<file path="src/rtl/sir_pkg.sv">
package sir_pkg;
    // Oversampling ticks in one bit time and the nominal pulse window in ticks.
    localparam int TICKS_PER_BIT = 16;
    localparam int LEAD_TICK     = 7;
    localparam int TRAIL_TICK    = 10;

    typedef enum logic {
        EDGE_EARLY = 1'b0,
        EDGE_LATE  = 1'b1
    } edge_dir_e;
endpackage

</file>
<file path="src/rtl/sir_tick_meter.sv">
module sir_tick_meter #(
    parameter int PER_W = 16
) (
    input  logic             clk,
    input  logic             rst_n,
    input  logic             tick,
    output logic [PER_W-1:0] per
);
    localparam logic [PER_W-1:0] CNT_MAX = '1;

    typedef struct packed {
        logic [PER_W-1:0] cnt;
        logic [PER_W-1:0] per;
    } meter_t;

    meter_t m_d, m_q;

    always_comb begin
        m_d = m_q;
        if (tick) begin
            m_d.per = (m_q.cnt == CNT_MAX) ? CNT_MAX : m_q.cnt + 1'b1;
            m_d.cnt = '0;
        end else if (m_q.cnt != CNT_MAX) begin
            m_d.cnt = m_q.cnt + 1'b1;
        end
    end

    always_ff @(posedge clk or negedge rst_n) begin
        if (!rst_n) m_q <= '0;
        else        m_q <= m_d;
    end

    assign per = m_q.per;

    // A measured spacing is never zero once a tick has been seen (R2 timing base).
    assert_period_nonzero_R2: assert property (@(posedge clk) disable iff (!rst_n)
        tick |=> (per != '0));
endmodule

</file>
<file path="src/rtl/sir_tx_shaper.sv">
module sir_tx_shaper #(
    parameter int PER_W   = 16,
    parameter int SHIFT_W = 15
) (
    input  logic               clk,
    input  logic               rst_n,
    input  logic               en,
    input  logic               tick,
    input  logic               txd,
    input  logic [PER_W-1:0]   per,
    input  logic [SHIFT_W-1:0] lead_mag,
    input  logic               lead_late,
    input  logic [SHIFT_W-1:0] trail_mag,
    input  logic               trail_late,
    output logic               pulse
);
    import sir_pkg::*;

    localparam int PH_W   = $clog2(TICKS_PER_BIT);
    localparam int BASE_W = PER_W + 4;
    localparam int POS_W  = ((BASE_W > SHIFT_W) ? BASE_W : SHIFT_W) + 1;
    localparam logic [PH_W-1:0]  PH_LAST = PH_W'(TICKS_PER_BIT - 1);
    localparam logic [POS_W-1:0] CYC_MAX = '1;

    typedef struct packed {
        logic             bit_v;
        logic [PH_W-1:0]  phase;
        logic [POS_W-1:0] cyc;
        logic             pulse;
    } tx_t;

    tx_t s_d, s_q;

    logic [POS_W-1:0] per_x, lead_base, trail_base, lead_pos, trail_pos;
    logic             restart;

    function automatic logic [POS_W-1:0] move_edge(
        input logic [POS_W-1:0] base,
        input logic [POS_W-1:0] mag,
        input logic             late
    );
        if (late == EDGE_LATE) return base + mag;
        return (mag > base) ? '0 : base - mag;
    endfunction

    always_comb begin
        per_x      = POS_W'(per);
        lead_base  = POS_W'(per_x * POS_W'(LEAD_TICK));
        trail_base = POS_W'(per_x * POS_W'(TRAIL_TICK));
        lead_pos   = move_edge(lead_base, POS_W'(lead_mag), lead_late);
        trail_pos  = move_edge(trail_base, POS_W'(trail_mag), trail_late);
    end

    always_comb begin
        s_d     = s_q;
        restart = (txd != s_q.bit_v) || (tick && (s_q.phase == PH_LAST));
        if (restart) begin
            s_d.bit_v = txd;
            s_d.phase = '0;
            s_d.cyc   = '0;
        end else begin
            if (tick) s_d.phase = s_q.phase + 1'b1;
            if (s_q.cyc != CYC_MAX) s_d.cyc = s_q.cyc + 1'b1;
        end
        s_d.pulse = en && !s_d.bit_v && (s_d.cyc >= lead_pos) && (s_d.cyc < trail_pos);
    end

    always_ff @(posedge clk or negedge rst_n) begin
        if (!rst_n) begin
            s_q       <= '0;
            s_q.bit_v <= 1'b1;
        end else begin
            s_q <= s_d;
        end
    end

    assign pulse = s_q.pulse;

    // A pulse is only ever emitted inside a zero bit.
    assert_pulse_only_on_zero_R2: assert property (@(posedge clk) disable iff (!rst_n)
        s_q.pulse |-> !s_q.bit_v);

    // Every new data value restarts the in-bit cycle count (pulse stays in its own bit, R4).
    assert_bit_restarts_count_R4: assert property (@(posedge clk) disable iff (!rst_n)
        (s_q.bit_v != $past(s_q.bit_v)) |-> (s_q.cyc == '0));
endmodule

</file>
<file path="src/rtl/sir_sync.sv">
module sir_sync #(
    parameter int STAGES = 2
) (
    input  logic clk,
    input  logic rst_n,
    input  logic d,
    output logic q
);
    logic [STAGES-1:0] r_d, r_q;

    generate
        if (STAGES == 1) begin : g_single
            always_comb r_d = d;
        end else begin : g_chain
            always_comb r_d = {r_q[STAGES-2:0], d};
        end
    endgenerate

    always_ff @(posedge clk or negedge rst_n) begin
        if (!rst_n) r_q <= '0;
        else        r_q <= r_d;
    end

    assign q = r_q[STAGES-1];
endmodule

</file>
<file path="src/rtl/sir_rx_stretch.sv">
module sir_rx_stretch #(
    parameter int SHIFT_W = 15,
    parameter int TICKS   = sir_pkg::TICKS_PER_BIT
) (
    input  logic               clk,
    input  logic               rst_n,
    input  logic               en,
    input  logic               act,
    input  logic               tick,
    input  logic               filt_en,
    input  logic [SHIFT_W-1:0] thr,
    output logic               nrz
);
    localparam int WID_W = SHIFT_W + 1;
    localparam int TK_W  = $clog2(TICKS + 1);
    localparam logic [WID_W-1:0] WID_MAX = '1;
    localparam logic [TK_W-1:0]  TK_LAST = TK_W'(TICKS);

    typedef struct packed {
        logic             prev;
        logic             hold;
        logic             acc;
        logic [WID_W-1:0] wid;
        logic [TK_W-1:0]  tk;
    } rx_t;

    rx_t s_d, s_q;

    logic             edge_w;
    logic [WID_W-1:0] thr_x, wid_inc;

    always_comb begin
        thr_x   = WID_W'(thr);
        edge_w  = act && !s_q.prev;
        wid_inc = (s_q.wid == WID_MAX) ? s_q.wid : s_q.wid + 1'b1;
        s_d      = s_q;
        s_d.prev = act;
        if (!en) begin
            s_d      = '0;
            s_d.prev = act;
        end else if (edge_w) begin
            // A fresh leading edge takes priority over any release this cycle.
            s_d.hold = 1'b1;
            s_d.tk   = '0;
            s_d.wid  = WID_W'(1);
            s_d.acc  = !filt_en || (WID_W'(1) > thr_x);
        end else if (s_q.hold) begin
            if (act) begin
                s_d.wid = wid_inc;
                if (!filt_en || (wid_inc > thr_x)) s_d.acc = 1'b1;
            end else if (!s_q.acc) begin
                s_d.hold = 1'b0;
            end
            if (tick) begin
                s_d.tk = s_q.tk + 1'b1;
                if (s_d.tk == TK_LAST) begin
                    s_d.hold = 1'b0;
                    s_d.acc  = 1'b0;
                end
            end
        end
    end

    always_ff @(posedge clk or negedge rst_n) begin
        if (!rst_n) s_q <= '0;
        else        s_q <= s_d;
    end

    assign nrz = !(s_q.hold && s_q.acc);

    // The hold never outlives one bit time of ticks.
    assert_hold_within_bit_R6: assert property (@(posedge clk) disable iff (!rst_n)
        s_q.hold |-> (s_q.tk < TK_LAST));

    // With the filter on, acceptance only follows a width above the threshold.
    assert_accept_width_R7: assert property (@(posedge clk) disable iff (!rst_n)
        ($rose(s_q.acc) && $past(filt_en)) |-> (s_q.wid > $past(thr_x)));

    // A leading edge during a hold keeps the hold alive.
    assert_restart_wins_R8: assert property (@(posedge clk) disable iff (!rst_n)
        (en && edge_w && s_q.hold) |=> s_q.hold);
endmodule

</file>
<file path="src/rtl/ir_sir_codec.sv">
module ir_sir_codec #(
    parameter int PER_W       = 16,
    parameter int SHIFT_W     = 15,
    parameter int SYNC_STAGES = 2
) (
    input  logic               clk,
    input  logic               rst_n,
    input  logic               sir_en,
    input  logic               tick16,
    input  logic               uart_txd,
    output logic               ir_txd,
    input  logic               ir_rxd,
    output logic               uart_rxd,
    input  logic               tx_inv,
    input  logic               rx_inv,
    input  logic [SHIFT_W-1:0] lead_shift,
    input  logic               lead_late,
    input  logic [SHIFT_W-1:0] trail_shift,
    input  logic               trail_late,
    input  logic               rx_filt_en,
    input  logic [SHIFT_W-1:0] rx_filt_thr
);
    logic [PER_W-1:0] tick_per;
    logic             tx_pulse;
    logic             rx_act_raw, rx_act;
    logic             rx_nrz;

    sir_tick_meter #(.PER_W(PER_W)) u_meter (
        .clk   (clk),
        .rst_n (rst_n),
        .tick  (tick16),
        .per   (tick_per)
    );

    sir_tx_shaper #(.PER_W(PER_W), .SHIFT_W(SHIFT_W)) u_tx (
        .clk        (clk),
        .rst_n      (rst_n),
        .en         (sir_en),
        .tick       (tick16),
        .txd        (uart_txd),
        .per        (tick_per),
        .lead_mag   (lead_shift),
        .lead_late  (lead_late),
        .trail_mag  (trail_shift),
        .trail_late (trail_late),
        .pulse      (tx_pulse)
    );

    // Active-pulse level: low by default, high when the receive sense is inverted.
    assign rx_act_raw = !(ir_rxd ^ rx_inv);

    sir_sync #(.STAGES(SYNC_STAGES)) u_sync (
        .clk   (clk),
        .rst_n (rst_n),
        .d     (rx_act_raw),
        .q     (rx_act)
    );

    sir_rx_stretch #(.SHIFT_W(SHIFT_W)) u_rx (
        .clk     (clk),
        .rst_n   (rst_n),
        .en      (sir_en),
        .act     (rx_act),
        .tick    (tick16),
        .filt_en (rx_filt_en),
        .thr     (rx_filt_thr),
        .nrz     (rx_nrz)
    );

    assign ir_txd   = sir_en ? (tx_pulse ^ tx_inv) : uart_txd;
    assign uart_rxd = sir_en ? rx_nrz : ir_rxd;

    // Outside codec mode the coder keeps its pulse register quiet.
    assert_quiet_when_off_R1: assert property (@(posedge clk) disable iff (!rst_n)
        !sir_en |=> (!sir_en -> !tx_pulse));
endmodule

</file>
<file path="config.mk">
export PLATFORM = sky130hd
export DESIGN_NAME = ir_sir_codec
export DESIGN_NICKNAME = d
export VERILOG_FILES = /design/src/rtl/sir_pkg.sv /design/src/rtl/sir_tick_meter.sv /design/src/rtl/sir_tx_shaper.sv /design/src/rtl/sir_sync.sv /design/src/rtl/sir_rx_stretch.sv /design/src/rtl/ir_sir_codec.sv
export SDC_FILE = /design/constraint.sdc
export NUM_CORES = 1
export LEC_CHECK = 0
export ABC_AREA = 1
export CAP_MARGIN = 20
export CORE_MARGIN = 1
export CORE_UTILIZATION = 45
export CTS_CLUSTER_SIZE = 8
export DETAILED_ROUTE_END_ITERATION = 8
export DONT_BUFFER_PORTS = 1
export HOLD_SLACK_MARGIN = 0.08
export SLEW_MARGIN = 20
export SYNTH_ARGS = -nofsm -noshare
export SYNTH_HDL_FRONTEND = slang
export SYNTH_SLANG_ARGS = --single-unit
</file>
<file path="constraint.sdc">
create_clock -name clk -period 6.7 [get_ports clk]
set_input_delay 0 -clock clk [delete_from_list [all_inputs] [get_ports clk]]
set_output_delay 0 -clock clk [all_outputs]
set_load 0.01 [all_outputs]
</file>
==> impl_metrics.env, run 1 <==
export IMPL_crit_type="register to register"
export IMPL_fin_nets=1941
export IMPL_ir_drop_mv=0.1513
export IMPL_grt_pass1_vias=10370
export IMPL_cp_num_cells=28
export IMPL_period_share_pct=85.06
export IMPL_clock_sinks=85
export IMPL_n_antenna_cell=0
export IMPL_ant_nets=0
export IMPL_fp_dieW_um=161.6
export IMPL_hold_path_class="input port to primary output"
export IMPL_worstPathMaxFanout=8
export IMPL_crit_slowest_cell="fa_1"
export IMPL_clk_pin_slew_worst_paths_ns=0.06
export IMPL_io_pins=58
export IMPL_firstDrtPassIters=6
export IMPL_yosys_register_bits=85
export IMPL_vias=10930
export IMPL_dieArea_um2=26120
export IMPL_hold_ws_ns=0.1651
export IMPL_critPathTopFamily="adder cells"
export IMPL_fmax_ghz=0.1755
export IMPL_post_dp_cell_area_um2=11770
export IMPL_ff2ff_setup_slack_ns=1.00
export IMPL_drtIter0Drc=842
export IMPL_io_buffers=0
export IMPL_start_util_pct=45.65
export IMPL_r2r_end="u_tx.pulse"
export IMPL_status="finished, final reports clean"
export IMPL_drv_slew=0
export IMPL_post_drt_via_cell_ratio=5.376
export IMPL_startpoint="u_meter.per[1]"
export IMPL_worstPathArrival_ns=5.98
export IMPL_grt_busiest_layer="met2"
export IMPL_core_area_um2=25110
export IMPL_met2_usage_pct=43.03
export IMPL_syn2layout_area_growth_pct=6.418
export IMPL_dp_hpwl_um=26360
export IMPL_critPathBufInv=3
export IMPL_met1_usage_pct=33.60
export IMPL_synth_cells=1702
export IMPL_place_congestion=0.9230
export IMPL_finalSetupTns_ns=0
export IMPL_yosys_warnings=0
export IMPL_hold_depth=2
export IMPL_crit_path_end_kind="register"
export IMPL_cts_buffers=9
export IMPL_ys_async_sr_fraction_pct=100.0
export IMPL_track_usage_pct=25.37
export IMPL_fin_util_pct=48.58
export IMPL_met3_usage_pct=4.340
export IMPL_syn_area_per_cell_um2=6.735
export IMPL_placementRows=58
export IMPL_cts_resized_gates=0
export IMPL_required_ns=6.98
export IMPL_cpPeakStageDelay_ns=0.55
export IMPL_syn_nets=1945
export IMPL_leakage_nw=6.399
export IMPL_wl_per_cell_um=15.84
export IMPL_setup_worst_path_end="u_tx.pulse"
export IMPL_synth_cell_types=60
export IMPL_start_kind="register"
export IMPL_htree_levels=3
export IMPL_final_area_um2=12200
export IMPL_ys_seq_area_share_pct=18.57
export IMPL_rr_worst_depth=28
export IMPL_cap_violations=0
export IMPL_synth_edf_count=0
export IMPL_setup_viol=0
export IMPL_clk_insertion_delay_late_ns=0.36
export IMPL_worstMarginPinSlew_ns=0.8162
export IMPL_clock_path_buffers=2
export IMPL_fillers=2600
export IMPL_die_h_um=161.6
export IMPL_final_common_cell="nand2_1"
export IMPL_crit_top_cell="nand2_1"
export IMPL_clock_skew_ns=0.01288
export IMPL_antenna_found_initial=0
export IMPL_total_power_mw=3.106
export IMPL_post_route_min_period_ns=5.699
export IMPL_grt_remaining_overflow=0
export IMPL_final_hold_viol_count=0
export IMPL_maxSlewHeadroom_pct=45.16
export IMPL_synth_flop_cell="dfrtp_1"
export IMPL_cts_tree="yes"
export IMPL_syn_area_um2=11460
export IMPL_grt_pass1_wl_um=52810
export IMPL_drive_above_1_share_pct=3.699
export IMPL_most_common_layout_cells="373 x nand2_1, 257 x inv_1, 166 x ha_1"
export IMPL_postCtsSetupBuffers=0
export IMPL_wirelength_um=32200
export IMPL_drc=0
export IMPL_r2r_start="u_meter.per[1]"
export IMPL_p_per_area_nw_per_um2=254.6
export IMPL_cts_root_buf="clkbuf_16"
export IMPL_grt_max_degree=86
export IMPL_rsz0062_at_grt="no"
==> state kept, by name, summed over array words and instances (netlist names), named ones only <==
| register | count |
|---|---|
| u_sync.r_q | 2 |
| u_rx.s_q | 24 |
| u_tx.pulse | 1 |
| u_meter.per | 16 |
| u_meter.m_q | 16 |
| u_tx.s_q | 25 |
==> repair_timing <==
action / CTS / global route
endpoints found under the hold margin: 131 / 0
hold buffers: 11 / 0
setup endpoints to repair: 0 / 0
==> cell families after synthesis <==
| logic type | Yosys count | share of synthesized area (%) |
|---|---|---|
| and+or+nand+nor | 753 | 29.00 |
| xor gates and xnor gates | 72 | 5.501 |
| muxes | 1 | 0.08732 |
| DFF | 85 | 18.57 |
| buffers and inverters | 287 | 9.518 |
| adders and majority gates | 187 | 21.79 |
| AOI/OAI and AO/OA | 317 | 15.54 |
==> cell type report <==
type                       count  area (um^2)  area share (%)
sequential                    85         2128           17.45
tap                          330        412.9           3.385
timing repair buffer          11        137.6           1.128
clock inverter                 6        55.05          0.4513
inverter                     261        982.2           8.051
clock buffer                  10        239.0           1.959
multi-input combinational   1330         8244           67.58
==> worst min path at each step <==
stage / startpoint / end / slack (ns)
finish: uart_txd / ir_txd / 0.17
CTS: uart_txd / ir_txd / 0.17
global route: ir_rxd / uart_rxd / 0.18
detailed placement: rst_n / u_rx.s_q[9] / -0.29
global placement: rst_n / u_rx.s_q[9] / -0.29
floorplan: rst_n / u_meter.m_q[16] / -0.30
==> per-stage QoR <==
step | cells | setup slack [ns]
3_5_place_dp | 2006 | 1.049
4_1_cts | 2033 | 0.9989
3_3_place_gp | 2006 | 1.218
5_1_grt | 2033 | 0.2626
6_report | 2033 | 1.001
2_1_floorplan | 1702 | 1.768
==> synthesized netlist by cell type (all sizes together) (6+ instances only) <==
| master | n | area, um^2 |
|---|---|---|
| fa | 21 | 420.4 |
| nor4 | 16 | 112.6 |
| clkbuf | 17 | 65.06 |
| dfrtp | 84 | 2102 |
| nand2 | 384 | 1474 |
| inv | 260 | 978.4 |
| ha | 166 | 2077 |
| xor2 | 59 | 516.8 |
| a21oi | 150 | 765.7 |
| o21ai | 101 | 505.5 |
| or2 | 9 | 56.31 |
| buf | 9 | 43.79 |
| xnor2 | 13 | 113.9 |
| a31oi | 11 | 75.07 |
| o21bai | 9 | 67.56 |
| nor2 | 149 | 576.8 |
| a21o | 6 | 45.04 |
| nand3 | 101 | 533.0 |
| nand4 | 42 | 275.3 |
| nor3 | 43 | 230.2 |
==> routing by layer <==
layer	wire length, um	share of wire, %
met1	15210	47
met5	0	0
met2	15020	47
met3	1484	4.6
met4	491	1.5
==> power breakdown <==
part / switching, mW / leakage [nW] / internal [mW]
Clock: 0.233 / 0.139 / 0.269
Sequential: 0.0332 / 1.15 / 0.530
Combinational: 1.34 / 5.11 / 0.703
Power figures use the tool's default switching activity.
==> run 2: changes to the inputs <==
--- a/config.mk
+++ b/config.mk
@@ -5,14 +5,14 @@
 export SDC_FILE = /design/constraint.sdc
 export NUM_CORES = 1
 export LEC_CHECK = 0
-export ABC_AREA = 1
 export CAP_MARGIN = 20
 export CORE_MARGIN = 1
-export CORE_UTILIZATION = 45
+export CORE_UTILIZATION = 67
 export CTS_CLUSTER_SIZE = 8
 export DETAILED_ROUTE_END_ITERATION = 8
 export DONT_BUFFER_PORTS = 1
 export HOLD_SLACK_MARGIN = 0.08
+export PLACE_DENSITY_LB_ADDON = 0.12
 export SLEW_MARGIN = 20
 export SYNTH_ARGS = -nofsm -noshare
 export SYNTH_HDL_FRONTEND = slang
==> run 2 against run 1 <==
Sequential share of layout area grew 1.2 points. Clock-buffer cell count shrank 1. Die area is 37% lower. Clock power grew 2%. Register-to-register slack worse by 0.66 ns. Sequential power down 0.7%. Final cell count fell by 24%. Critical endpoint unchanged. Largest power group unchanged.
==> impl_metrics.env, run 2 <==
export IMPL_status="finished, final reports clean"
export IMPL_syn_nets=1572
export IMPL_wirelength_um=26810
export IMPL_hold_depth=1
export IMPL_maxSlewHeadroom_pct=36.57
export IMPL_synth_common_cells="166 x ha_1, 150 x nor2_1, 115 x a21oi_1, 90 x inv_1"
export IMPL_synth_cell_types=68
export IMPL_cpPeakStageDelay_ns=0.53
export IMPL_syn2layout_area_growth_pct=6.708
export IMPL_period_share_pct=94.95
export IMPL_drv_slew=0
export IMPL_cp_num_cells=30
export IMPL_grt_pass1_wl_um=43010
export IMPL_setup_viol=0
export IMPL_fmax_ghz=0.1572
export IMPL_dieArea_um2=16460
export IMPL_syn_area_um2=10690
export IMPL_io_pins=58
export IMPL_core_area_um2=15370
export IMPL_antenna_found_initial=1
export IMPL_placementRows=45
export IMPL_yosysMostFrequentCell="ha_1"
export IMPL_setup_worst_path_end="u_tx.pulse"
export IMPL_post_drt_via_cell_ratio=6.265
export IMPL_synth_edf_count=0
export IMPL_largest_register="u_tx.s_q"
export IMPL_fin_nets=1570
export IMPL_synth_flop_cell="dfrtp_1"
export IMPL_clk_insertion_delay_late_ns=0.36
export IMPL_hold_path_class="input port to primary output"
export IMPL_fp_dieW_um=128.3
export IMPL_ir_drop_mv=0.1878
export IMPL_drtIter0Drc=645
export IMPL_rr_worst_depth=30
export IMPL_cts_root_buf="clkbuf_16"
export IMPL_synth_top_cell_area_share_pct=19.67
export IMPL_p_per_area_nw_per_um2=263.2
export IMPL_ys_seq_area_share_pct=19.92
export IMPL_final_common_cell="ha_1"
export IMPL_worstPathMaxFanout=6
export IMPL_fillers=1213
export IMPL_critPathBufInv=1
export IMPL_start_util_pct=69.52
export IMPL_crit_path_end_kind="register"
export IMPL_hold_ws_ns=0.08350
export IMPL_dp_hpwl_um=20760
export IMPL_drc=0
export IMPL_io_buffers=0
export IMPL_start_kind="register"
export IMPL_final_hold_viol_count=0
export IMPL_ys_async_sr_fraction_pct=100.0
export IMPL_required_ns=6.94
export IMPL_r2r_end="u_tx.pulse"
export IMPL_yosysTopAreaCell="dfrtp_1"
export IMPL_critPathTopFamily="compound AO/OA/AOI/OAI gates"
export IMPL_place_congestion=0.9419
export IMPL_yosys_top_cells_area="dfrtp_1 20%, ha_1 19%, a21oi_1 5.4%"
export IMPL_crit_slowest_cell="fa_1"
export IMPL_ff2ff_setup_slack_ns=0.34
export IMPL_grt_remaining_overflow=0
export IMPL_clock_skew_ns=0.009357
export IMPL_total_power_mw=3.002
export IMPL_reg_top3="u_tx.s_q x25, u_rx.s_q x24"
export IMPL_most_common_layout_cells="164 x ha_1, 149 x nor2_1, 114 x a21oi_1"
export IMPL_worstMarginPinSlew_ns=0.9483
export IMPL_htree_levels=3
export IMPL_cts_buffers=9
export IMPL_grt_pass1_vias=8876
export IMPL_grt_max_degree=86
export IMPL_track_usage_pct=32.98
export IMPL_syn_area_per_cell_um2=8.041
export IMPL_yosys_warnings=0
export IMPL_vias=9679
export IMPL_drive_above_1_share_pct=4.429
export IMPL_synth_cells=1329
export IMPL_ant_nets=0
export IMPL_leakage_nw=5.425
export IMPL_crit_type="register to register"
export IMPL_clk_pin_slew_worst_paths_ns=0.07
export IMPL_die_h_um=128.3
export IMPL_clock_path_buffers=2
export IMPL_worstPathArrival_ns=6.61
export IMPL_post_route_min_period_ns=6.362
export IMPL_wl_per_cell_um=17.35
export IMPL_yosys_register_bits=85
export IMPL_r2r_start="u_meter.per[1]"
export IMPL_firstDrtPassIters=5
export IMPL_clock_sinks=85
export IMPL_cap_violations=0
export IMPL_startpoint="u_meter.per[1]"
export IMPL_cts_tree="yes"
export IMPL_largest_reg_flops=25
run 2: worst min path at each step:
stage | startpoint | to | slack (ns)
5_1_grt | sir_en | ir_txd | 0.09
3_5_place_dp | rst_n | u_tx.s_q[24] | -0.29
2_1_floorplan | rst_n | u_meter.m_q[16] | -0.30
3_3_place_gp | rst_n | u_tx.s_q[24] | -0.29
4_1_cts | sir_en | ir_txd | 0.08
6_report | sir_en | ir_txd | 0.08
run 2: final cells by class:
| cell class | instances | area (um^2) | share of cell area [%] |
|---|---|---|---|
| clock inverter | 7 | 72.57 | 0.6364 |
| inverter | 90 | 337.8 | 2.962 |
| clock buffer | 9 | 225.2 | 1.975 |
| timing repair buffer | 26 | 252.7 | 2.216 |
| antenna | 2 | 5.005 | 0.04389 |
| tap | 211 | 264.0 | 2.315 |
| sequential | 85 | 2131 | 18.69 |
| multi-input combinational | 1115 | 8115 | 71.17 |
run 2: report_power, final:
part / internal, mW / switching (mW) / leakage [nW] / total, mW
sequential: 0.530 / 0.0298 / 1.15 / 0.560
clock: 0.263 / 0.248 / 0.143 / 0.511
combinational: 0.815 / 1.12 / 4.14 / 1.93
total: 1.61 / 1.39 / 5.43 / 3.00
run 2: repair_timing:
item,CTS,global route
setup buffers,0,7
hold endpoints to repair,129,0
endpoints found under the setup margin,0,1
hold buffers,12,0
resized for setup,0,14
run 2: routing by layer:
layer | vias up | part of all wire, % | global-route usage (%)
met5 | - | 0 | 0
li1 | 4793 | - | -
met2 | 294 | 44 | 51.38
met1 | 4546 | 47 | 46.86
met4 | 0 | 2.4 | 11.35
met3 | 46 | 6.0 | 4.466
run 2: cell families after synthesis:
| group | count (synthesis) | share of synthesized area [%] |
|---|---|---|
| AOI/OAI and AO/OA | 361 | 21.71 |
| xor gates and xnor gates | 110 | 9.015 |
| adders and majority gates | 187 | 23.37 |
| buffers and inverters | 129 | 4.648 |
| DFF | 85 | 19.92 |
| muxes | 7 | 0.6791 |
| and+or+nand+nor | 450 | 20.67 |
run 2: per-stage QoR:
step	worst slack [ns]	area (um^2)	std cells	TNS, ns	utilization (%)
finish	0.3385	11400	1545	0	74.19
global route	-0.01601	11400	1545	-0.01601	74.19
CTS	0.02438	11290	1536	0	73.45
detailed placement	0.07700	10840	1508	0	70.55
global placement	0.3771	10840	1508	0	70.55
floorplan	0.3596	10690	1329	0	-
